--- src/rtl/cmdbr_pkg.sv ---
package cmdbr_pkg;
  localparam int WORD_W        = 64;
  localparam int BUS_AW        = 32;
  localparam int BUS_DW        = 32;
  localparam int SZ_W          = 4;
  localparam int CMD_RD_BIT    = 48;
  localparam int CMD_SZ_LSB    = 56;
  localparam int STAT_DONE_BIT = 11;
  localparam int STAT_DATA_LSB = 26;
  localparam int DATA_REG_LSB  = 32;

  typedef enum logic [1:0] {
    SEL_CTL  = 2'd0,
    SEL_RST  = 2'd1,
    SEL_STAT = 2'd2,
    SEL_DATA = 2'd3
  } regsel_e;

  typedef enum logic [1:0] {
    ST_IDLE = 2'd0,
    ST_REQ  = 2'd1,
    ST_WAIT = 2'd2
  } xfer_state_e;

  typedef struct packed {
    logic              is_read;
    logic [SZ_W-1:0]   nbytes;
    logic [BUS_AW-1:0] addr;
  } cmd_t;

  // Keep the first n bytes of a big-endian word, zero the rest.
  function automatic logic [BUS_DW-1:0] keep_bytes(input logic [BUS_DW-1:0] d,
                                                   input logic [SZ_W-1:0]   n);
    logic [BUS_DW-1:0] r;
    r = '0;
    for (int i = 0; i < BUS_DW/8; i++) begin
      if (n > SZ_W'(i)) r[BUS_DW-1-8*i -: 8] = d[BUS_DW-1-8*i -: 8];
    end
    return r;
  endfunction

  // Completion status word: done flag, optionally with a data field.
  function automatic logic [WORD_W-1:0] stat_word(input logic              with_data,
                                                  input logic [BUS_DW-1:0] d);
    logic [WORD_W-1:0] w;
    w = '0;
    w[STAT_DONE_BIT] = 1'b1;
    if (with_data) w[STAT_DATA_LSB +: BUS_DW] = d;
    return w;
  endfunction
endpackage

--- src/rtl/cmdbr_decode.sv ---
module cmdbr_decode
  import cmdbr_pkg::*;
#(
  parameter int MAX_BYTES = 8
) (
  input  logic              rd_flag,
  input  logic [SZ_W-1:0]   size_field,
  input  logic [BUS_AW-1:0] addr_field,
  output cmd_t              cmd,
  output logic              size_ok
);
  localparam logic [SZ_W-1:0] SZ_LIMIT = SZ_W'(MAX_BYTES);

  always_comb begin
    cmd.is_read = rd_flag;
    cmd.nbytes  = size_field;
    cmd.addr    = addr_field;
    size_ok     = (size_field <= SZ_LIMIT);
  end
endmodule

--- src/rtl/cmdbr_engine.sv ---
module cmdbr_engine
  import cmdbr_pkg::*;
(
  input  logic              clk,
  input  logic              rst_n,
  input  logic              launch,
  input  cmd_t              cmd,
  input  logic [BUS_DW-1:0] wdata_in,
  output logic              bus_req_valid,
  input  logic              bus_req_ready,
  output logic [BUS_AW-1:0] bus_addr,
  output logic              bus_write,
  output logic [SZ_W-1:0]   bus_nbytes,
  output logic [BUS_DW-1:0] bus_wdata,
  input  logic              bus_rsp_valid,
  input  logic [BUS_DW-1:0] bus_rsp_rdata,
  input  logic              bus_rsp_err,
  output logic              busy,
  output logic              done,
  output logic              done_is_rd,
  output logic [BUS_DW-1:0] done_rdata
);
  xfer_state_e       state_q;
  logic [BUS_AW-1:0] addr_q;
  logic              write_q;
  logic [SZ_W-1:0]   nbytes_q;
  logic [BUS_DW-1:0] wdata_q;

  always_ff @(posedge clk or negedge rst_n) begin
    if (!rst_n) begin
      state_q  <= ST_IDLE;
      addr_q   <= '0;
      write_q  <= 1'b0;
      nbytes_q <= '0;
      wdata_q  <= '0;
    end else begin
      unique case (state_q)
        ST_IDLE: if (launch) begin
          state_q  <= ST_REQ;
          addr_q   <= cmd.addr;
          write_q  <= ~cmd.is_read;
          nbytes_q <= cmd.nbytes;
          wdata_q  <= wdata_in;
        end
        ST_REQ:  if (bus_req_ready) state_q <= ST_WAIT;
        ST_WAIT: if (bus_rsp_valid) state_q <= ST_IDLE;
        default: state_q <= ST_IDLE;
      endcase
    end
  end

  assign busy          = (state_q != ST_IDLE);
  assign bus_req_valid = (state_q == ST_REQ);
  assign bus_addr      = addr_q;
  assign bus_write     = write_q;
  assign bus_nbytes    = nbytes_q;
  assign bus_wdata     = wdata_q;

  assign done       = (state_q == ST_WAIT) && bus_rsp_valid;
  assign done_is_rd = ~write_q;
  assign done_rdata = bus_rsp_err ? '1 : keep_bytes(bus_rsp_rdata, nbytes_q);

  // request fields hold under backpressure
  assert_req_hold_R11: assert property (@(posedge clk) disable iff (!rst_n)
    bus_req_valid && !bus_req_ready |=> bus_req_valid && $stable(bus_addr) &&
      $stable(bus_write) && $stable(bus_nbytes) && $stable(bus_wdata));

  // busy begins only after a launch
  assert_busy_start_R10: assert property (@(posedge clk) disable iff (!rst_n)
    $rose(busy) |-> $past(launch));

  // busy ends only after a response
  assert_busy_end_R10: assert property (@(posedge clk) disable iff (!rst_n)
    $fell(busy) |-> $past(bus_rsp_valid));
endmodule

--- src/rtl/cmdbr_status.sv ---
module cmdbr_status
  import cmdbr_pkg::*;
(
  input  logic              clk,
  input  logic              rst_n,
  input  logic              load,
  input  logic [WORD_W-1:0] load_val,
  input  logic              clr,
  output logic [WORD_W-1:0] stat_q
);
  always_ff @(posedge clk or negedge rst_n) begin
    if (!rst_n)    stat_q <= '0;
    else if (load) stat_q <= load_val;
    else if (clr)  stat_q <= '0;
  end

  // a read with no completion clears the word
  assert_clear_on_read_R8: assert property (@(posedge clk) disable iff (!rst_n)
    clr && !load |=> stat_q == '0);

  // a completion wins over a same-cycle clear
  assert_load_wins_R8: assert property (@(posedge clk) disable iff (!rst_n)
    load |=> stat_q == $past(load_val));

  // without load or read the word holds
  assert_hold_R9: assert property (@(posedge clk) disable iff (!rst_n)
    !load && !clr |=> $stable(stat_q));
endmodule

--- src/rtl/cmdbr_top.sv ---
module cmdbr_top
  import cmdbr_pkg::*;
#(
  parameter int MAX_BYTES = 8
) (
  input  logic        clk,
  input  logic        rst_n,
  input  logic        reg_en,
  input  logic        reg_we,
  input  logic [4:0]  reg_addr,
  input  logic [7:0]  reg_be,
  input  logic [63:0] reg_wdata,
  output logic [63:0] reg_rdata,
  output logic        busy,
  output logic        bus_req_valid,
  input  logic        bus_req_ready,
  output logic [31:0] bus_addr,
  output logic        bus_write,
  output logic [3:0]  bus_nbytes,
  output logic [31:0] bus_wdata,
  input  logic        bus_rsp_valid,
  input  logic [31:0] bus_rsp_rdata,
  input  logic        bus_rsp_err
);
  localparam logic [WORD_W-1:0] DONE_ONLY = stat_word(1'b0, '0);

  regsel_e           sel;
  logic              acc, ctl_wr, data_wr, stat_rd, launch, size_ok;
  cmd_t              cmd;
  logic [BUS_DW-1:0] data_q;
  logic              done, done_is_rd;
  logic [BUS_DW-1:0] done_rdata;
  logic [WORD_W-1:0] stat_q, stat_load_val;

  assign sel     = regsel_e'(reg_addr[4:3]);
  assign acc     = reg_en && (&reg_be) && (reg_addr[2:0] == 3'b000);
  assign ctl_wr  = acc && reg_we && (sel == SEL_CTL);
  assign data_wr = acc && reg_we && (sel == SEL_DATA);
  assign stat_rd = acc && !reg_we && (sel == SEL_STAT);
  assign launch  = ctl_wr && size_ok && !busy;

  cmdbr_decode #(.MAX_BYTES(MAX_BYTES)) u_dec (
    .rd_flag    (reg_wdata[CMD_RD_BIT]),
    .size_field (reg_wdata[CMD_SZ_LSB +: SZ_W]),
    .addr_field (reg_wdata[BUS_AW-1:0]),
    .cmd        (cmd),
    .size_ok    (size_ok)
  );

  always_ff @(posedge clk or negedge rst_n) begin
    if (!rst_n)       data_q <= '0;
    else if (data_wr) data_q <= reg_wdata[DATA_REG_LSB +: BUS_DW];
  end

  cmdbr_engine u_eng (
    .clk, .rst_n, .launch, .cmd,
    .wdata_in      (data_q),
    .bus_req_valid, .bus_req_ready, .bus_addr, .bus_write, .bus_nbytes,
    .bus_wdata, .bus_rsp_valid, .bus_rsp_rdata, .bus_rsp_err,
    .busy, .done, .done_is_rd, .done_rdata
  );

  assign stat_load_val = stat_word(done_is_rd, done_rdata);

  cmdbr_status u_stat (
    .clk, .rst_n,
    .load     (done),
    .load_val (stat_load_val),
    .clr      (stat_rd),
    .stat_q   (stat_q)
  );

  always_comb begin
    reg_rdata = '0;
    if (acc && !reg_we) begin
      unique case (sel)
        SEL_STAT: reg_rdata = stat_q;
        SEL_DATA: reg_rdata = {data_q, 32'h0};
        default:  reg_rdata = '0;
      endcase
    end
  end

  // oversized command from idle never launches
  assert_oversize_R4: assert property (@(posedge clk) disable iff (!rst_n)
    reg_en && reg_we && (&reg_be) && reg_addr == 5'd0 && !busy &&
      reg_wdata[59:56] > 4'(MAX_BYTES) |=> !busy);

  // write completion leaves the done flag only
  assert_write_done_R5: assert property (@(posedge clk) disable iff (!rst_n)
    done && !done_is_rd |=> stat_q == DONE_ONLY);

  // failed read loads all ones in the data field
  assert_rd_err_R7: assert property (@(posedge clk) disable iff (!rst_n)
    done && done_is_rd && bus_rsp_err |=> stat_q[57:26] == '1 && stat_q[11]);
endmodule

--- config.mk ---
export PLATFORM = sky130hd
export DESIGN_NAME = cmdbr_top
export DESIGN_NICKNAME = d
export VERILOG_FILES = /design/src/rtl/cmdbr_pkg.sv /design/src/rtl/cmdbr_decode.sv /design/src/rtl/cmdbr_engine.sv /design/src/rtl/cmdbr_status.sv /design/src/rtl/cmdbr_top.sv
export SDC_FILE = /design/constraint.sdc
export NUM_CORES = 1
export LEC_CHECK = 0
export ABC_AREA = 1
export BUFFER_PORTS_ARGS = -buffer_cell sky130_fd_sc_hd__buf_2
export CAP_MARGIN = 10
export CORE_ASPECT_RATIO = 0.5
export CORE_MARGIN = 3
export CORE_UTILIZATION = 40
export CTS_CLUSTER_DIAMETER = 50
export CTS_CLUSTER_SIZE = 20
export DETAILED_ROUTE_END_ITERATION = 12
export PLACE_DENSITY = 0.68
export SYNTH_ARGS = -nofsm -noshare
export SYNTH_HDL_FRONTEND = slang
export SYNTH_SLANG_ARGS = --single-unit
--- constraint.sdc ---
create_clock -name clk -period 1.9 [get_ports clk]
set_input_delay 0.38 -clock clk [delete_from_list [all_inputs] [get_ports clk]]
set_output_delay 0.38 -clock clk [all_outputs]
set_load 0.01 [all_outputs]
# [Word level (Yosys, flattened, before mapping)]
# Index checks and enable logic that the tools add are counted.
[totals] n_memories=0 latch_bits=0 register_bits=167 rom_bits=0 mem_bits_rw=0 inputBits=116 output_inout_bits=135 elab_cells=54
[classes] n_shift=0 bitwise=1 n_div=0 reduce_logical=20 multipliers=0 add_sub_neg=0 n_lt_le_gt_ge=5 eq_ne=7 mux=14
[ops] op="64-bit two-way mux" count=3
[ops] op="64-bit one-hot mux with 2 select lines" count=1
[ops] op="32-bit two-way mux" count=2
[ops] op="8-bit two-way mux" count=4
[ops] op="1-bit logical AND" count=10
[ops] op="4-bit by 1-bit > comparator with 1-bit output (second input constant)" count=2
[ops] op="4-bit by 2-bit > comparator with 1-bit output (second input constant)" count=2
[ops] op="8-bit AND reduction" count=1
[ops] op="2-bit == test (second input constant)" count=3
[ops] op="2-bit two-way mux" count=3
[ops] op="2-bit one-hot mux with 3 select lines" count=1
[ops] op="4-bit <= comparator (second input constant)" count=1
[ops] op="2-bit logical NOT" count=2
[ops] op="2-bit != test (second input constant)" count=2
[ops] op="2-bit nonzero test" count=2
[ops] op="3-bit logical NOT" count=1
[ops] op="3-bit AND reduction" count=1
[ops] op="2-bit by 1-bit == test with 1-bit output (second input constant)" count=1
[ops] op="1-bit logical NOT" count=2
[ops] op="2-bit by 1-bit != test with 1-bit output (second input constant)" count=1
[ops] op="2-bit AND reduction" count=1
[ops] op="1-bit inverter" count=1

# [Logic depth before layout (Yosys ltp)]
# Gate-level depths: netlist of run 1.
[logic_depth] word_depth=9 ltp_mapped=8 depth_no_buf=7

# [By module]
# A second synthesis of run 1 with hierarchy kept.
[hier_totals] cells_unflattened=1117 area_unflattened_um2=9258.9
[by_module_without_submodules] mod="cmdbr_engine" seq_area_each_um2=1776.7 area_each_um2=3943.8 n_inst=1 cells_each=391
[by_module_without_submodules] mod="cmdbr_top" seq_area_each_um2=800.8 area_each_um2=2608.8 n_inst=1 cells_each=415
[by_module_without_submodules] mod="cmdbr_status" seq_area_each_um2=1601.5 area_each_um2=2413.6 n_inst=1 cells_each=270
[by_module_without_submodules] mod="cmdbr_decode" seq_area_each_um2=0.0 area_each_um2=292.8 n_inst=1 cells_each=41

# [Least setup slack after synthesis of run 1]
# OpenSTA, ideal clock, no wires.
[synth_path] path_type="input to output" start="input reg_addr[1]" end="output reg_rdata[33]" path_stages=6 n_path_buf=1 required_time_ns=1.520 setup_slack_ns=0.193 t_arrival_ns=1.327 path_cell_list="nor2_1 nand3_2 nor2_4 nand3_1 buf_2 o21ai_1"
[synth_via] elab_chain_len=4
[synth_rtl] item="start: declaration" line="cmdbr_top.sv:10" source="input logic [4:0] reg_addr,"
[synth_rtl] item="3-bit logical NOT" line="cmdbr_top.sv:36" source="assign acc = reg_en && (&reg_be) && (reg_addr[2:0] == 3'b000);"
[synth_rtl] item="1-bit logical AND" line="cmdbr_top.sv:36"
[synth_rtl] item="1-bit logical AND" line="cmdbr_top.sv:75" source="if (acc && !reg_we) begin"
[synth_rtl] item="64-bit two-way mux" line="cmdbr_top.sv:75"
[synth_rtl] item="end: declaration" line="cmdbr_top.sv:13" source="output logic [63:0] reg_rdata,"
# Every way passes these cells.

# [Final worst setup path of run 1]
[layout_path] start="input reg_be[0]" end="output reg_rdata[46]"
[layout_via] elab_chain_len=5
[layout_rtl] item="start: declaration" line="cmdbr_top.sv:11" source="input logic [7:0] reg_be,"
[layout_rtl] item="8-bit AND reduction" line="cmdbr_top.sv:36"
[layout_rtl] item="1-bit logical AND (2 in series)" line="cmdbr_top.sv:36"
[layout_rtl] item="1-bit logical AND" line="cmdbr_top.sv:75"
[layout_rtl] item="64-bit two-way mux" line="cmdbr_top.sv:75"
# Every way passes these cells.

==> results.sh, run 1 <==
export IMPL_hold_path_endpoint="u_eng.state_q[0]"
export IMPL_antenna_cells=0
export IMPL_final_nets=1178
export IMPL_firstDrtPassIters=5
export IMPL_cap_violations=0
export IMPL_worst_pin_slew_ns=0.500
export IMPL_start_util_pct=41.6
export IMPL_status="finished, violations left"
export IMPL_pwr_share_seq_pct=43.5
export IMPL_p_comb_share_pct=6.3
export IMPL_drv_slew=0
export IMPL_p_int_w=0.00536
export IMPL_async_flop_share_pct=100
export IMPL_dp_cells=1258
export IMPL_min_period_ns=2.02
export IMPL_area_delta_synth_final_pct=35.7
export IMPL_io_pins=251
export IMPL_synth_area_top_cells="dfrtp_1, nand2_1, nand3_1, buf_4, inv_1"
export IMPL_synth_cells=833
export IMPL_reg2reg_depth=6
export IMPL_worstSetupPathType="in -> out"
export IMPL_die_x_um=187
export IMPL_fin_skew_ns=0.0102
export IMPL_grt_max_degree=43
export IMPL_vias=6408
export IMPL_cts_htree_levels=4
export IMPL_yosys_warnings=0
export IMPL_drive_gt1_share_pct=31.7
export IMPL_end_kind="primary output"
export IMPL_numCtsBuffers=17
export IMPL_ctsLongestPathBuffers=2
export IMPL_clockPowerShare_pct=50.2
export IMPL_layoutNonFillerInstCount=1295
export IMPL_timing_final_crit_share_pct=106
export IMPL_synth_cell_types=20
export IMPL_clock_sinks=136
export IMPL_max_slew_margin_pct=66.6
export IMPL_die_height_um=96.5
export IMPL_violations="negative setup slack"
export IMPL_worst_slack_ns=-0.119
export IMPL_reg2reg_from="u_eng.state_q[1]"
export IMPL_drc=0
export IMPL_p_sw_share_pct=23.0
export IMPL_syn_avg_cell_area_um2=7.87
export IMPL_routed_wl_um=20000
export IMPL_synth_top_area_cell="dfrtp_1"
export IMPL_fmax_mhz=495
export IMPL_p_switching_w=0.00160
export IMPL_seq_area_frac_synth_pct=51.9
export IMPL_overflow=0
export IMPL_synth_edf_count=0
export IMPL_place_area_um2=7960
export IMPL_track_usage_pct=21.1
export IMPL_wl_per_cell_um=15.5
export IMPL_timing_critical_path_from="reg_be[0]"
export IMPL_synth_common_cells="nand2_1, dfrtp_1, nand3_1"
export IMPL_synthMostInstantiatedCell="nand2_1"
export IMPL_antenna_found_initial=2
export IMPL_r2r_slack_ns=0.38
export IMPL_drt_iter0_drc=349
export IMPL_setup_viol=35
export IMPL_postRouteAntennaNets=0
export IMPL_ys_ff_latch=136
export IMPL_synth_top_area_share_pct=51.9
export IMPL_rsz0062_at_grt="true"
export IMPL_design_area_um2=8890
export IMPL_vias_per_cell=4.95
export IMPL_path_max_fanout=6
export IMPL_holdPathStages=2
export IMPL_clk_pin_slew_worst_paths_ns=0.06
export IMPL_hold_violations=0
export IMPL_place_congestion=0.834
export IMPL_cts_tree="yes"
export IMPL_r2r_end="u_eng.bus_addr[17]"
export IMPL_io_buffer_count=225
export IMPL_die_area_um2=18000
export IMPL_hpwlAfterDp_um=13900
export IMPL_synthFlopType="dfrtp_1"
export IMPL_crit_arrival_ns=1.64
export IMPL_grt_first_pass_wirelength_um=30500
export IMPL_ir_drop_mv=0.718
export IMPL_hp_class="in -> reg"
export IMPL_syn_area_um2=6550
export IMPL_rows=32
export IMPL_p_leak_nw=5.07
export IMPL_worstPathRequired_ns=1.52
export IMPL_fin_tns_setup_ns=-2.35
export IMPL_worstHoldStart="bus_req_ready"
export IMPL_first_global_vias=6043
export IMPL_final_core_util_pct=56.5
export IMPL_core_area_um2=15700
export IMPL_clk_latency_ns=0.41
export IMPL_critPathLaunchType="input pin"
export IMPL_clock_root_buffer="clkbuf_16"
export IMPL_p_per_area_nw_per_um2=783
-- power by group through the flow --
stage,Combinational [W],Sequential [W],Clock (W)
finish,0.000437,0.00302,0.00350
global route,0.000490,0.00303,0.00367
CTS,0.000426,0.00302,0.00357
detailed placement,0.000422,0.00307,0
global placement,0.000415,0.00307,0
floorplan,0.000207,0.00306,0
-- registers in the layout, summed over array words and instances, names as in the netlist --
signal            flops
u_stat.stat_q        33
data_q               32
u_eng.bus_addr       32
u_eng.bus_wdata      32
u_eng.bus_nbytes      4
u_eng.state_q         2
u_eng.bus_write       1
-- worst max path at each step --
stage / end
after detailed placement: reg_rdata[32]
after global placement: reg_rdata[27]
after CTS: reg_rdata[29]
after floorplan: reg_rdata[33]
final: reg_rdata[46]
after global routing: reg_rdata[51]
-- critical path: stages --
cell,delay (ns)
buf_2,0.08
nand2_1,0.04
nor2_1,0.13
nand2_2,0.10
nor2_4,0.21
nand3_4,0.19
clkbuf_16,0.23
o21ai_2,0.12
buf_2,0.15
-- cell type report --
| type | count | area, µm² |
|---|---|---|
| Multi-Input combinational cell | 589 | 2700 |
| Clock inverter | 13 | 196 |
| Tap cell | 221 | 277 |
| Timing Repair Buffer | 269 | 1700 |
| Inverter | 49 | 184 |
| Sequential cell | 136 | 3400 |
| Fill cell | 1470 | 6850 |
| Clock buffer | 18 | 429 |
-- placed cells by master, fill, tap and decap left out, drive strengths merged --
master	instances
dlygate4sd3	1
nand4	26
o21ai	44
nand2	331
bufinv	4
nand3b	1
clkbuf	20
clkinv	6
a21oi	1
nand3	136
inv	50
nor3	1
buf	266
conb	25
clkinvlp	2
dfrtp	136
nor2	24
-- per-layer routing --
metal	wire, µm	track usage (%)	vias up
met5	27	0	-
met1	8380	26.8	3051
met3	1470	5.80	26
met2	9810	35.3	260
met4	338	7.98	4
li1	-	-	3067
-- cell families after synthesis --
kind of cell,Yosys count,share of synthesized area [%]
AND/OR/NAND/NOR,519,33.8
flip-flops,136,51.9
buffers and inverters,132,10.8
AO/OA/AOI/OAI,45,3.49
other,1,0.0572
-- what timing repair did --
item	CTS	global route
setup buffers	0	2
pin swaps	0	10
gates resized for setup	1	56
hold endpoints to repair	39	0
gates cloned	0	3
hold buffers	1	0
endpoints found under the setup margin	10	36
-- metrics by stage --
step | setup WS [ns] | total power (W) | hold WS, ns
after floorplan | 0.193 | 0.00327 | 0.0844
after global placement | -0.0269 | 0.00348 | 0.331
after detailed placement | -0.0568 | 0.00350 | 0.336
after CTS | -0.0307 | 0.00702 | 0.164
after global routing | -0.160 | 0.00719 | 0.182
final | -0.119 | 0.00696 | 0.176
(Power assumes the default switching activity.)
==> inputs of run 2 (changes only) <==
--- a/config.mk
+++ b/config.mk
@@ -8,7 +8,7 @@
 export ABC_AREA = 1
 export BUFFER_PORTS_ARGS = -buffer_cell sky130_fd_sc_hd__buf_2
 export CAP_MARGIN = 10
-export CORE_ASPECT_RATIO = 0.5
+export CORE_ASPECT_RATIO = 1.4
 export CORE_MARGIN = 3
 export CORE_UTILIZATION = 40
 export CTS_CLUSTER_DIAMETER = 50
==> run 2 against run 1 <==
Effect of this change:
- the run now ends clean
- fmax rose by 7.2%
- wire length barely moved
- hold slack got worse by 0.012 ns
- setup slack improved by 0.14 ns
- cell count fell by 2.4%
- combinational power barely moved
- via count fell by 2.5%
- sequential power barely moved
- die area fell by 0.39%
- critical endpoint is now reg_rdata[37]
- largest power group unchanged
==> results.sh, run 2 (synthesis results as in run 1) <==
export IMPL_status="finished clean"
export IMPL_timing_final_crit_share_pct=99.1
export IMPL_critPathLaunchType="input pin"
export IMPL_worstPathRequired_ns=1.52
export IMPL_largest_register_ffs=33
export IMPL_min_period_ns=1.88
export IMPL_routed_wl_um=20000
export IMPL_largest_register="u_stat.stat_q"
export IMPL_die_height_um=157
export IMPL_overflow=0
export IMPL_cts_tree="yes"
export IMPL_ir_drop_mv=0.532
export IMPL_dp_slack_ns=-0.125
export IMPL_p_per_area_nw_per_um2=802
export IMPL_hold_violations=0
export IMPL_ctsLongestPathBuffers=2
export IMPL_drt_iter0_drc=454
export IMPL_rows=54
export IMPL_drc=0
export IMPL_worstHoldStart="bus_rsp_valid"
export IMPL_antenna_found_initial=1
export IMPL_io_buffer_count=225
export IMPL_rsz0062_at_grt="true"
export IMPL_end_kind="primary output"
export IMPL_vias_per_cell=4.94
export IMPL_cts_htree_levels=4
export IMPL_max_slew_margin_pct=65.3
export IMPL_drv_slew=0
export IMPL_layoutNonFillerInstCount=1264
export IMPL_setup_viol=0
export IMPL_worst_pin_slew_ns=0.520
export IMPL_clock_sinks=136
export IMPL_core_area_um2=15800
export IMPL_cts_setup_buffers=0
export IMPL_numCtsBuffers=17
export IMPL_place_congestion=0.777
export IMPL_die_x_um=114
export IMPL_hp_class="in -> reg"
export IMPL_worst_hold_slack_ns=0.164
export IMPL_start_util_pct=41.4
export IMPL_io_pins=251
export IMPL_clock_root_buffer="clkbuf_16"
export IMPL_drive_gt1_share_pct=29.9
export IMPL_reg2reg_from="u_eng.bus_nbytes[2]"
export IMPL_firstDrtPassIters=5
export IMPL_worstSetupPathType="in -> out"
export IMPL_final_common_cell="nand2_1"
export IMPL_fin_skew_ns=0.00878
export IMPL_postRouteAntennaNets=0
export IMPL_timing_critical_path_from="reg_addr[0]"
export IMPL_vias=6245
export IMPL_area_delta_synth_final_pct=34.1
export IMPL_p_leak_nw=5.00
export IMPL_wl_per_cell_um=15.9
export IMPL_clk_latency_ns=0.42
export IMPL_power_w=0.00705
export IMPL_grt_max_degree=46
export IMPL_path_max_fanout=24
export IMPL_track_usage_pct=22.6
export IMPL_final_nets=1170
export IMPL_r2r_slack_ns=0.31
export IMPL_crit_arrival_ns=1.50
export IMPL_die_area_um2=18000
export IMPL_cap_violations=0
export IMPL_mostFrequentLayoutCells="nand2_1, buf_2, dfrtp_1"
export IMPL_grt_first_pass_wirelength_um=31400
export IMPL_dp_cells=1230
export IMPL_worst_slack_ns=0.0167
export IMPL_clk_pin_slew_worst_paths_ns=0.06
export IMPL_fmax_mhz=531
export IMPL_hpwlAfterDp_um=14600
export IMPL_first_global_vias=6231
export IMPL_final_core_util_pct=55.6
## run 2: power by group
group | internal, W | leakage [nW] | total [W] | switching (W)
registers | 0.00298 | 1.88 | 0.00303 | 0.0000501
logic | 0.000173 | 2.81 | 0.000440 | 0.000267
clock network | 0.00228 | 0.307 | 0.00359 | 0.00131
## run 2: through the flow
| step | instance area [µm²] | TNS [ns] |
|---|---|---|
| floorplan | 6640 | 0 |
| detailed placement | 7920 | -1.54 |
| global placement | 7920 | -0.595 |
| finish | 8790 | 0 |
| global route | 8790 | -1.30 |
| CTS | 8620 | 0 |
## run 2: worst paths after layout
check / to / cells past startpoint
worst max-delay path: reg_rdata[37] / 8
worst min-delay path: u_eng.state_q[1] / 2
worst max register to register: u_stat.stat_q[51] / 6
worst min register to register: u_eng.bus_wdata[6] / 2
max in group asynchronous: u_eng.bus_addr[11] / 3
min in group asynchronous: u_eng.bus_addr[25] / 2
## run 2: routing by layer
layer,track usage [%],vias up,part of all wire (%)
li1,-,3049,-
met1,24.7,2908,38
met2,41.4,255,53
met3,6.50,31,6.7
met4,7.58,2,1.8
met5,0,-,0.065
## run 2: area by class of cell
| type | instances | area (µm²) |
|---|---|---|
| Antenna cell | 1 | 2.50 |
| Clock buffer | 19 | 453 |
| Clock inverter | 13 | 191 |
| Fill cell | 1529 | 7020 |
| Inverter | 49 | 184 |
| Multi-Input combinational cell | 589 | 2680 |
| Sequential cell | 136 | 3400 |
| Tap cell | 196 | 245 |
| Timing Repair Buffer | 261 | 1630 |
## run 2: timing repair
item	in CTS	in global routing
endpoints found under the hold margin	25	0
hold buffers	1	0
pin swaps	2	4
endpoints found under the setup margin	36	39
resized for setup	12	38
## run 2: critical path: stages
cell and delay, ns:
buf_6 0.09, nor2_4 0.11, nand3_4 0.11, nor2_4 0.20, nand3_4 0.11, buf_12 0.18
o21ai_1 0.16, buf_2 0.16
